--- config.mk ---
export PLATFORM = sky130hd
export DESIGN_NAME = radio_fifo_ctrl
export DESIGN_NICKNAME = d
export VERILOG_FILES = /design/src/rtl/rfc_pkg.sv /design/src/rtl/rfc_fill_ctrl.sv /design/src/rtl/rfc_tx_ctrl.sv /design/src/rtl/rfc_sticky_flag.sv /design/src/rtl/radio_fifo_ctrl.sv
export SDC_FILE = /design/constraint.sdc
export NUM_CORES = 1
export LEC_CHECK = 0
export BUFFER_PORTS_ARGS = -buffer_cell sky130_fd_sc_hd__clkbuf_2
export CAP_MARGIN = 5
export CORE_ASPECT_RATIO = 1.5
export CORE_UTILIZATION = 42
export CTS_CLUSTER_DIAMETER = 200
export DETAILED_ROUTE_END_ITERATION = 8
export GPL_ROUTABILITY_DRIVEN = 0
export PLACE_DENSITY = 0.85
export SYNTH_ARGS = -nofsm -noshare
export SYNTH_HDL_FRONTEND = slang
export SYNTH_SLANG_ARGS = --single-unit
--- constraint.sdc ---
create_clock -name clk -period 2.06 [get_ports clk]
set_input_delay 0.412 -clock clk [delete_from_list [all_inputs] [get_ports clk]]
set_output_delay 0.412 -clock clk [all_outputs]
set_load 0.1 [all_outputs]
--- src/rtl/rfc_pkg.sv ---
package rfc_pkg;

  typedef enum logic [1:0] {
    DM_CONT  = 2'b00,
    DM_BUF   = 2'b01,
    DM_PKT_A = 2'b10,
    DM_PKT_B = 2'b11
  } dmode_e;

  // register bit positions (software decodes these)
  localparam int unsigned B_METHOD    = 7;
  localparam int unsigned B_FILL      = 6;
  localparam int unsigned B_TXDONE    = 5;
  localparam int unsigned B_TXSEL     = 4;
  localparam int unsigned B_RSSI_EN   = 3;
  localparam int unsigned B_RSSI_FLAG = 2;
  localparam int unsigned B_PLL_FLAG  = 1;
  localparam int unsigned B_PLL_EN    = 0;

  localparam logic [7:0] CFG_RESET   = 8'h01;
  localparam logic [7:0] CFG_RW_MASK = 8'h99;

  localparam int unsigned N_FLAGS = 2;
  localparam int unsigned F_RSSI  = 0;
  localparam int unsigned F_PLL   = 1;

endpackage

--- src/rtl/rfc_fill_ctrl.sv ---
module rfc_fill_ctrl
  import rfc_pkg::*;
(
  input  logic   clk,
  input  logic   rst_n,
  input  dmode_e mode,
  input  logic   manual,
  input  logic   sw_wr,
  input  logic   sw_val,
  input  logic   sync_det,
  input  logic   fifo_full,
  output logic   filling
);

  always_ff @(posedge clk or negedge rst_n) begin
    if (!rst_n) begin
      filling <= 1'b0;
    end else if (mode == DM_CONT) begin
      filling <= 1'b0;
    end else if (sw_wr) begin
      filling <= sw_val;
    end else if (!manual) begin
      if (filling && fifo_full) begin
        filling <= 1'b0;
      end else if (sync_det) begin
        filling <= 1'b1;
      end
    end
  end

  assert_cont_idle_R8: assert property (@(posedge clk) disable iff (!rst_n)
    (mode == DM_CONT) |=> !filling);

  assert_sync_start_R2: assert property (@(posedge clk) disable iff (!rst_n)
    (mode != DM_CONT && !sw_wr && !manual && !filling && sync_det) |=> filling);

  assert_auto_stop_R3: assert property (@(posedge clk) disable iff (!rst_n)
    (mode != DM_CONT && !sw_wr && !manual && filling && fifo_full) |=> !filling);

  assert_manual_hold_R4: assert property (@(posedge clk) disable iff (!rst_n)
    (mode != DM_CONT && !sw_wr && manual) |=> $stable(filling));

endmodule

--- src/rtl/rfc_tx_ctrl.sv ---
module rfc_tx_ctrl
  import rfc_pkg::*;
#(
  parameter int unsigned CNT_W = 7,
  parameter int unsigned THR_W = 6
) (
  input  logic             clk,
  input  logic             rst_n,
  input  dmode_e           mode,
  input  logic             start_sel,
  input  logic [CNT_W-1:0] fifo_count,
  input  logic             fifo_empty,
  input  logic             fifo_full,
  input  logic [THR_W-1:0] thresh,
  input  logic             shreg_empty,
  output logic             tx_start,
  output logic             irq0,
  output logic             tx_done
);

  localparam int unsigned CMP_W = (CNT_W > THR_W) ? CNT_W : THR_W;

  logic [CMP_W-1:0] cnt_x;
  logic [CMP_W-1:0] thr_x;
  logic             thresh_met;
  logic             busy_q;

  assign cnt_x      = CMP_W'(fifo_count);
  assign thr_x      = CMP_W'(thresh);
  assign thresh_met = (cnt_x >= thr_x);

  always_comb begin
    unique case (mode)
      DM_CONT: begin
        tx_start = 1'b0;
        irq0     = 1'b0;
      end
      DM_BUF: begin
        tx_start = start_sel ? !fifo_empty : fifo_full;
        irq0     = fifo_empty;
      end
      default: begin
        tx_start = start_sel ? !fifo_empty : thresh_met;
        irq0     = start_sel ? fifo_empty : thresh_met;
      end
    endcase
  end

  // done only after a transmission drained both FIFO and shifter
  always_ff @(posedge clk or negedge rst_n) begin
    if (!rst_n) begin
      busy_q  <= 1'b0;
      tx_done <= 1'b0;
    end else if (mode == DM_CONT) begin
      busy_q  <= 1'b0;
      tx_done <= 1'b0;
    end else if (!shreg_empty) begin
      busy_q  <= 1'b1;
      tx_done <= 1'b0;
    end else if (busy_q && fifo_empty) begin
      busy_q  <= 1'b0;
      tx_done <= 1'b1;
    end
  end

  assert_cont_quiet_R8: assert property (@(posedge clk) disable iff (!rst_n)
    (mode == DM_CONT) |-> (!tx_start && !irq0));

  assert_buf_irq_R6: assert property (@(posedge clk) disable iff (!rst_n)
    (mode == DM_BUF) |-> (irq0 == fifo_empty));

  assert_pkt_wait_R7: assert property (@(posedge clk) disable iff (!rst_n)
    ((mode == DM_PKT_A || mode == DM_PKT_B) && !start_sel && (cnt_x < thr_x))
      |-> !tx_start);

  assert_busy_nodone_R9: assert property (@(posedge clk) disable iff (!rst_n)
    (!shreg_empty) |=> !tx_done);

endmodule

--- src/rtl/rfc_sticky_flag.sv ---
module rfc_sticky_flag (
  input  logic clk,
  input  logic rst_n,
  input  logic src,
  input  logic arm,
  input  logic clr,
  output logic flag
);

  logic src_q;
  logic hit;

  // edge tracking runs even while disarmed, so arming mid-level does not set
  assign hit = arm && src && !src_q;

  always_ff @(posedge clk or negedge rst_n) begin
    if (!rst_n) begin
      src_q <= 1'b0;
      flag  <= 1'b0;
    end else begin
      src_q <= src;
      flag  <= hit | (flag & ~clr);
    end
  end

  assert_set_wins_R12: assert property (@(posedge clk) disable iff (!rst_n)
    hit |=> flag);

  assert_clear_R12: assert property (@(posedge clk) disable iff (!rst_n)
    (clr && !hit) |=> !flag);

  assert_masked_hold_R10: assert property (@(posedge clk) disable iff (!rst_n)
    (!arm && !clr) |=> $stable(flag));

endmodule

--- src/rtl/radio_fifo_ctrl.sv ---
module radio_fifo_ctrl
  import rfc_pkg::*;
#(
  parameter int unsigned CNT_W = 7,
  parameter int unsigned THR_W = 6,
  parameter int unsigned LVL_W = 8
) (
  input  logic             clk,
  input  logic             rst_n,
  input  logic             reg_wr_en,
  input  logic [7:0]       reg_wdata,
  output logic [7:0]       reg_rdata,
  input  logic [1:0]       mode,
  input  logic [CNT_W-1:0] fifo_count,
  input  logic             fifo_empty,
  input  logic             fifo_full,
  input  logic [THR_W-1:0] fill_thresh,
  input  logic             sync_det,
  input  logic             shreg_empty,
  input  logic [LVL_W-1:0] rssi_level,
  input  logic [LVL_W-1:0] rssi_thresh,
  input  logic             pll_locked,
  output logic             fill_en,
  output logic             tx_start,
  output logic             irq0
);

  dmode_e             dmode;
  logic [7:0]         cfg_q;
  logic               tx_done;
  logic [N_FLAGS-1:0] fl_src;
  logic [N_FLAGS-1:0] fl_arm;
  logic [N_FLAGS-1:0] fl_clr;
  logic [N_FLAGS-1:0] fl_q;
  logic [7:0]         status;

  assign dmode = dmode_e'(mode);

  always_ff @(posedge clk or negedge rst_n) begin
    if (!rst_n) begin
      cfg_q <= CFG_RESET;
    end else if (reg_wr_en) begin
      cfg_q <= reg_wdata;
    end
  end

  rfc_fill_ctrl u_fill (
    .clk       (clk),
    .rst_n     (rst_n),
    .mode      (dmode),
    .manual    (cfg_q[B_METHOD]),
    .sw_wr     (reg_wr_en && reg_wdata[B_METHOD]),
    .sw_val    (reg_wdata[B_FILL]),
    .sync_det  (sync_det),
    .fifo_full (fifo_full),
    .filling   (fill_en)
  );

  rfc_tx_ctrl #(
    .CNT_W (CNT_W),
    .THR_W (THR_W)
  ) u_tx (
    .clk         (clk),
    .rst_n       (rst_n),
    .mode        (dmode),
    .start_sel   (cfg_q[B_TXSEL]),
    .fifo_count  (fifo_count),
    .fifo_empty  (fifo_empty),
    .fifo_full   (fifo_full),
    .thresh      (fill_thresh),
    .shreg_empty (shreg_empty),
    .tx_start    (tx_start),
    .irq0        (irq0),
    .tx_done     (tx_done)
  );

  assign fl_src[F_RSSI] = (rssi_level > rssi_thresh);
  assign fl_arm[F_RSSI] = cfg_q[B_RSSI_EN];
  assign fl_clr[F_RSSI] = reg_wr_en && reg_wdata[B_RSSI_FLAG];
  assign fl_src[F_PLL]  = pll_locked;
  assign fl_arm[F_PLL]  = cfg_q[B_PLL_EN];
  assign fl_clr[F_PLL]  = reg_wr_en && reg_wdata[B_PLL_FLAG];

  for (genvar g = 0; g < N_FLAGS; g++) begin : g_flag
    rfc_sticky_flag u_flag (
      .clk   (clk),
      .rst_n (rst_n),
      .src   (fl_src[g]),
      .arm   (fl_arm[g]),
      .clr   (fl_clr[g]),
      .flag  (fl_q[g])
    );
  end

  always_comb begin
    status              = '0;
    status[B_FILL]      = fill_en;
    status[B_TXDONE]    = tx_done;
    status[B_RSSI_FLAG] = fl_q[F_RSSI];
    status[B_PLL_FLAG]  = fl_q[F_PLL];
  end

  assign reg_rdata = (cfg_q & CFG_RW_MASK) | status;

  assert_cfg_write_R13: assert property (@(posedge clk) disable iff (!rst_n)
    reg_wr_en |=> ((reg_rdata & CFG_RW_MASK) == ($past(reg_wdata) & CFG_RW_MASK)));

endmodule

==> metrics.md, run 1 <==
| Metric | Value |
|---|---|
| Total Wirelength | 2040 um |
| Clock Tree Buf Depth | 2 |
| Initial Util | 0.451 |
| Clk_lat worst skew | 0.26 ns |
| Commonest non-fill, non-tap cell in the layout | clkbuf_2 |
| Power share of the sequential group | 0.308 |
| Status | finished clean |
| DRT Pass-1 Iters | 4 |
| DP HPWL | 1790 um |
| Vias per cell | 5.21 |
| P_leak | 0.726 nW |
| Gr ovfl total | 0 |
| Largest net degree at the start of global routing | 12 |
| Hold slack | 0.00671 ns |
| Setup Crit Path Kind | input port to output pin |
| Path category of the worst min-delay check | input port to asynchronous set/reset pin |
| Slew HR | 0.641 |
| Maxcap violations | 0 |
| Horiz. Die Dim | 40.1 um |
| Max-slew violations | 0 |
| Most frequent cells in the layout | clkbuf_2, inv_1, ha_1 |
| P&R area growth vs syn | 40.8% |
| Peak supply drop | 513 uV |
| First-pass GRT wire length | 3270 um |
| Layout filler cell count | 180 |
| Die ar. | 2370 um2 |
| WP data arrival | 1.61 ns |
| Layout Nets | 217 |
| Comb pwr share | 0.521 |
| I/O Buffers | 56 |
| Num rows | 20 |
| Setup_tns | 0 ns |
| Initial antenna violation count | 0 |
| CP Launch Type | input port |
| NetSw | 0.392 mW |
| Unrepaired setup endpoints after global routing | false |
| Unique cell type count in the Yosys netlist | 31 |
| GRT Util Overall | 0.194 |
| Num ports | 58 |
| H-tree depth | 1 |
| Slew at the pin closest to its max-slew limit | 0.540 ns |
| Post-DRT Antenna Nets | 0 |
| Post-synthesis sequential area ratio | 0.303 |
| Synthesized area | 913 um2 |
| Cell Pwr Density | 654 nW/um2 |
| DRC Markers | 0 |
| Initial drt markers | 16 |
| Worst-path clk slew | 0.07 ns |
| Fraction of layout instances using a drive strength above 1 | 0.465 |
| Slowest stage cell, crit path | a211o_1 |
| Synth Register Bits | 11 |
| Setup clock skew after layout | 0.0000918 ns |
| Cts bufs inserted | 3 |
| Buf+Inv Stages, Crit Path | 2 |
| Cell internal pwr | 0.449 mW |
| Crit path cell chain | clkbuf_2 > ha_4 > nand2b_4 > a211o_1 > a21oi_4 > o31ai_4 > buf_12 |
| CTS tree | built |
| Final period util | 0.984 |
| CORE AREA | 2030 um2 |
| Post CTS Setup Buffer Count | 0 |
| Slowest stage delay, CP | 0.28 ns |
| Worst EP required | 1.65 ns |
| Routed wire per std cell | 11.5 um |
| YS warnings | 0 |
| Clock network power share | 0.171 |
| Max Fclk | 0.494 GHz |
| Die Y-Extent | 59.1 um |
| Root Driver | clkbuf_4 |
| N_diodes | 0 |
| CTS Sinks | 11 |
| Sw frac | 0.466 |
| Crit-path max FO | 2 |
| Hold Fails Final Rpt | 0 |
| Syn Nets | 165 |
| # hold bufs at CTS | 0 |
| Crit. End Element | output pin |
| CP delay by family, top | compound AO/OA/AOI/OAI gates |
| Cells after Synth | 104 |
| Tmin final | 2.03 ns |
| Vias in the first global route | 962 |
| Via count | 922 |
| Syn_area_per_cell | 8.78 um2 |
| Final setup viols | 0 |
## sequential cells by signal (all words and copies together) (netlist names)
register and cells:
u_fill.filling 1, cfg_q 4, g_flag.u_flag.flag 2, u_tx.busy_q 1, u_tx.tx_done 1, g_flag.u_flag.src_q 2
## layout make-up
class	count	area, um2	share of cell area
clock buffers	4	26.3	0.0204
multi-input cells	68	586	0.455
repair buffers	56	310	0.241
flip-flops and latches	11	277	0.215
inverters	16	60.1	0.0467
well taps	22	27.5	0.0214
## worst paths after layout
check                                                 start                          endpoint  slack (ns)  depth (start not counted)
setup / recovery                             fill_thresh[0]                              irq0        0.03                          7
hold / removal                                        rst_n   g_flag[0].u_flag.flag$_DFF_PN0_       0.007                          1
setup reg to reg                 u_fill.filling$_DFFE_PN0P_        u_fill.filling$_DFFE_PN0P_        1.08                          3
hold reg to reg            g_flag[1].u_flag.src_q$_DFF_PN0_   g_flag[1].u_flag.flag$_DFF_PN0_        0.44                          1
max in group asynchronous                             rst_n              cfg_q[0]$_DFFE_PN1P_        1.78                          1
min in group clk                                 pll_locked  g_flag[1].u_flag.src_q$_DFF_PN0_        0.27                          1
## through the flow
stage / setup WS (ns) / total power, mW / utilization / instance area (um2) / cells
after floorplan: -0.202 / 0.595 / - / 935 / 104
after global placement: -0.0887 / 0.672 / 0.596 / 1210 / 173
after detailed placement: -0.129 / 0.686 / 0.596 / 1210 / 173
after CTS: -0.00360 / 0.845 / 0.635 / 1290 / 177
after global routing: 0.000382 / 0.881 / 0.635 / 1290 / 177
final: 0.0337 / 0.841 / 0.635 / 1290 / 177
## cells by family after synthesis
group	Yosys count	share of synthesized area
compound gates	26	0.200
simple gates	26	0.144
buf+inv	25	0.137
fa+ha+maj	14	0.192
flops	11	0.303
mux	2	0.0247
## worst register-to-register path: cells and delay by family (launching register included)
kind | cells | cell delay (ns)
flops | 1 | 0.39
compound gates | 1 | 0.32
simple gates | 2 | 0.15
## power by group through the flow
stage | clock network, mW | logic, mW | registers, mW
after floorplan | 0 | 0.317 | 0.279
after global placement | 0 | 0.411 | 0.261
after detailed placement | 0 | 0.424 | 0.261
after CTS | 0.144 | 0.442 | 0.259
after global routing | 0.152 | 0.467 | 0.262
final | 0.144 | 0.438 | 0.259
## synth_stat cells (all sizes together)
cell     number  area (um2)
o21ai         8        40.0
ha           14         175
buf           9        65.1
nand2        10        37.5
nor4          1        6.26
a211o         1        8.76
o31ai         2        15.0
o21bai        1        7.51
mux2          2        22.5
dfstp         1        26.3
a2111oi       1        15.0
a21o          1        7.51
nand2b        3        18.8
nor2          5        18.8
inv          16        60.1
dfrtp        10         250
nor3b         1        7.51
o211a         1        10.0
a21oi         5        25.0
or2           1        6.26
nor3          1        5.00
a211oi        1        12.5
a222oi        1        10.0
a22oi         1        7.51
nor2b         1        6.26
nand3b        1        7.51
o21a          3        23.8
and4          2        17.5
## metal layers
layer / track usage / vias up / wire [um]
li1: - / 454 / -
met1: 0.178 / 410 / 699
met2: 0.401 / 55 / 1140
met3: 0.0226 / 3 / 186
met4: 0.0443 / 0 / 16
met5: 0 / - / 0
## repair_timing
action,CTS,global route
endpoints found under the setup margin,2,2
pin swaps,6,1
cloned,0,0
resized for setup,7,0
No activity file was read; power rests on OpenSTA's default activity.
==> run 2, diff against run 1 <==
- CORE_UTILIZATION: 42 -> 38
- PLACE_DENSITY: 0.85 -> 0.82
- clock period: 2.06 -> 1.8 ns (I/O delays scaled with it)
==> metrics.md, run 2 (synthesized netlist as in run 1, its figures left out) <==
| Metric | Value |
|---|---|
| Status | finished with violations |
| Failing checks | setup timing |
| Slew HR | 0.636 |
| Hold path startpoint | pll_locked |
| CTS tree | built |
| Post-DRT Antenna Nets | 0 |
| Post CTS Setup Buffer Count | 0 |
| Sw frac | 0.460 |
| Crit. End Element | output pin |
| Slew at the pin closest to its max-slew limit | 0.549 ns |
| N_diodes | 0 |
| Slowest stage cell, crit path | a211o_1 |
| Peak supply drop | 362 uV |
| R2r worst-path depth | 4 |
| Cell Pwr Density | 721 nW/um2 |
| Fraction of met2 tracks used by global routing | 0.357 |
| Final setup viols | 2 |
| Hold Fails Final Rpt | 0 |
| Root Driver | clkbuf_4 |
| Unrepaired setup endpoints after global routing | true |
| Cell internal pwr | 0.532 mW |
| Largest net degree at the start of global routing | 12 |
| Max FFs per register | 4 |
| Buf+Inv Stages, Crit Path | 3 |
| NetSw | 0.454 mW |
| Die ar. | 2610 um2 |
| WP data arrival | 1.59 ns |
| Global Route met1 Usage | 0.158 |
| DRT Pass-1 Iters | 4 |
| I/O Buffers | 56 |
| Comb pwr share | 0.536 |
| GRT Util Overall | 0.167 |
| Initial Util | 0.404 |
| Biggest regs | cfg_q: 4 flops, g_flag.u_flag.flag: 2 flops, g_flag.u_flag.src_q: 2 flops |
| Clk_lat worst skew | 0.26 ns |
| Slowest stage delay, CP | 0.32 ns |
| WHS Path Cells | 1 |
| Clock Tree Buf Depth | 2 |
| Num ports | 58 |
| Commonest non-fill, non-tap cell in the layout | clkbuf_2 |
| Fraction of layout instances using a drive strength above 1 | 0.497 |
| Crit-path max FO | 2 |
| Routed wire per std cell | 11.3 um |
| Fin cells | 180 |
| Setup_tns | -0.298 ns |
| Cell Area, Placed | 1300 um2 |
| Max Fclk | 0.512 GHz |
| Via count | 925 |
| P_leak | 0.748 nW |
| Cts bufs inserted | 3 |
| Clock network power share | 0.163 |
| P&R area growth vs syn | 49.7% |
| CP delay by family, top | compound AO/OA/AOI/OAI gates |
| CP Launch Type | input port |
| Tmin final | 1.95 ns |
| FF-to-FF End | u_fill.filling$_DFFE_PN0P_ |
| CTS Sinks | 11 |
| Total Wirelength | 2030 um |
| DP HPWL | 1810 um |
| Max-slew violations | 0 |
| Total Power | 0.986 mW |
| Path category of the worst min-delay check | input port to register |
| Initial antenna violation count | 0 |
| Initial drt markers | 7 |
| Crit path cell chain | buf_6 > inv_4 > ha_4 > nand2b_4 > a211o_1 > a21oi_4 > o31ai_4 > buf_12 |
| Placed cells | 175 |
| Num rows | 21 |
| Worst-path clk slew | 0.06 ns |
| Gr busiest metal | met2 |
| Setup Crit Path Kind | input port to output pin |
| CORE AREA | 2260 um2 |
| Setup clock skew after layout | 0.00230 ns |
| Horiz. Die Dim | 42.0 um |
| Vias per cell | 5.14 |
| Die Y-Extent | 62.0 um |
| Worst EP required | 1.44 ns |
| Layout Nets | 219 |
| Setup ws final | -0.154 ns |
| Final period util | 1.09 |
| Hold Path Sink | g_flag[1].u_flag.src_q$_DFF_PN0_ |
| Most frequent cells in the layout | clkbuf_2, inv_1, ha_1 |
| H-tree depth | 1 |
| Top reg by flops | cfg_q |
| Maxcap violations | 0 |
| Final instance area | 1370 um2 |
| Worst r2r src | cfg_q[7]$_DFFE_PN0P_ |
| First-pass GRT wire length | 3370 um |
| Hold slack | 0.220 ns |
| Vias in the first global route | 900 |
| Met3 usage | 0.0376 |
| DRC Markers | 0 |
| Power share of the sequential group | 0.300 |
| Gr ovfl total | 0 |
| Worst R2R Setup Slack | 0.84 ns |
[run 2: cell count changes in the layout (fill, tap and decap cells not counted), moves of 2 or more]
| cell | delta |
|---|---|
| inv_1 | -2 |
| inv_4 | +2 |
| clkbuf_2 | -3 |
| buf_6 | +2 |
[run 2: final cells by class]
| cell class | count | area [um2] |
|---|---|---|
| inverters | 16 | 77.6 |
| well taps | 23 | 28.8 |
| multi-input cells | 68 | 616 |
| flip-flops and latches | 11 | 277 |
| repair buffers | 58 | 343 |
| clock buffers | 4 | 26.3 |
| fillers | 205 | 892 |
[run 2: power by group through the flow]
stage	clock network, mW	registers, mW	logic, mW
global route	0.177	0.300	0.563
finish	0.161	0.296	0.529
global placement	0	0.298	0.504
floorplan	0	0.319	0.387
detailed placement	0	0.301	0.519
CTS	0.164	0.296	0.531
[run 2: worst max-delay path by stage]
stage / startpoint / end / slack, ns / depth (start not counted)
floorplan: fifo_count[0] / irq0 / -0.35 / 6
global placement: fill_thresh[5] / tx_start / -0.24 / 7
detailed placement: fill_thresh[5] / tx_start / -0.27 / 7
CTS: fifo_count[0] / tx_start / -0.18 / 8
global route: fifo_count[0] / irq0 / -0.20 / 8
finish: fifo_count[0] / irq0 / -0.15 / 8
[run 2: what timing repair did]
action	4_1_cts	5_1_grt
resized for setup	3	4
endpoints found under the hold margin	10	0
endpoints found under the setup margin	2	2
hold buffers	1	0
pin swaps	7	4
[run 2: routing by layer]
layer | vias up | part of all wire
met5 | - | 0
met4 | 0 | 0.0093
met3 | 3 | 0.091
met2 | 51 | 0.54
met1 | 415 | 0.36
li1 | 456 | -
[run 2: stage by stage]
stage	util	setup slack, ns
floorplan	-	-0.351
global placement	0.574	-0.241
detailed placement	0.574	-0.271
CTS	0.600	-0.177
global route	0.605	-0.203
finish	0.605	-0.154
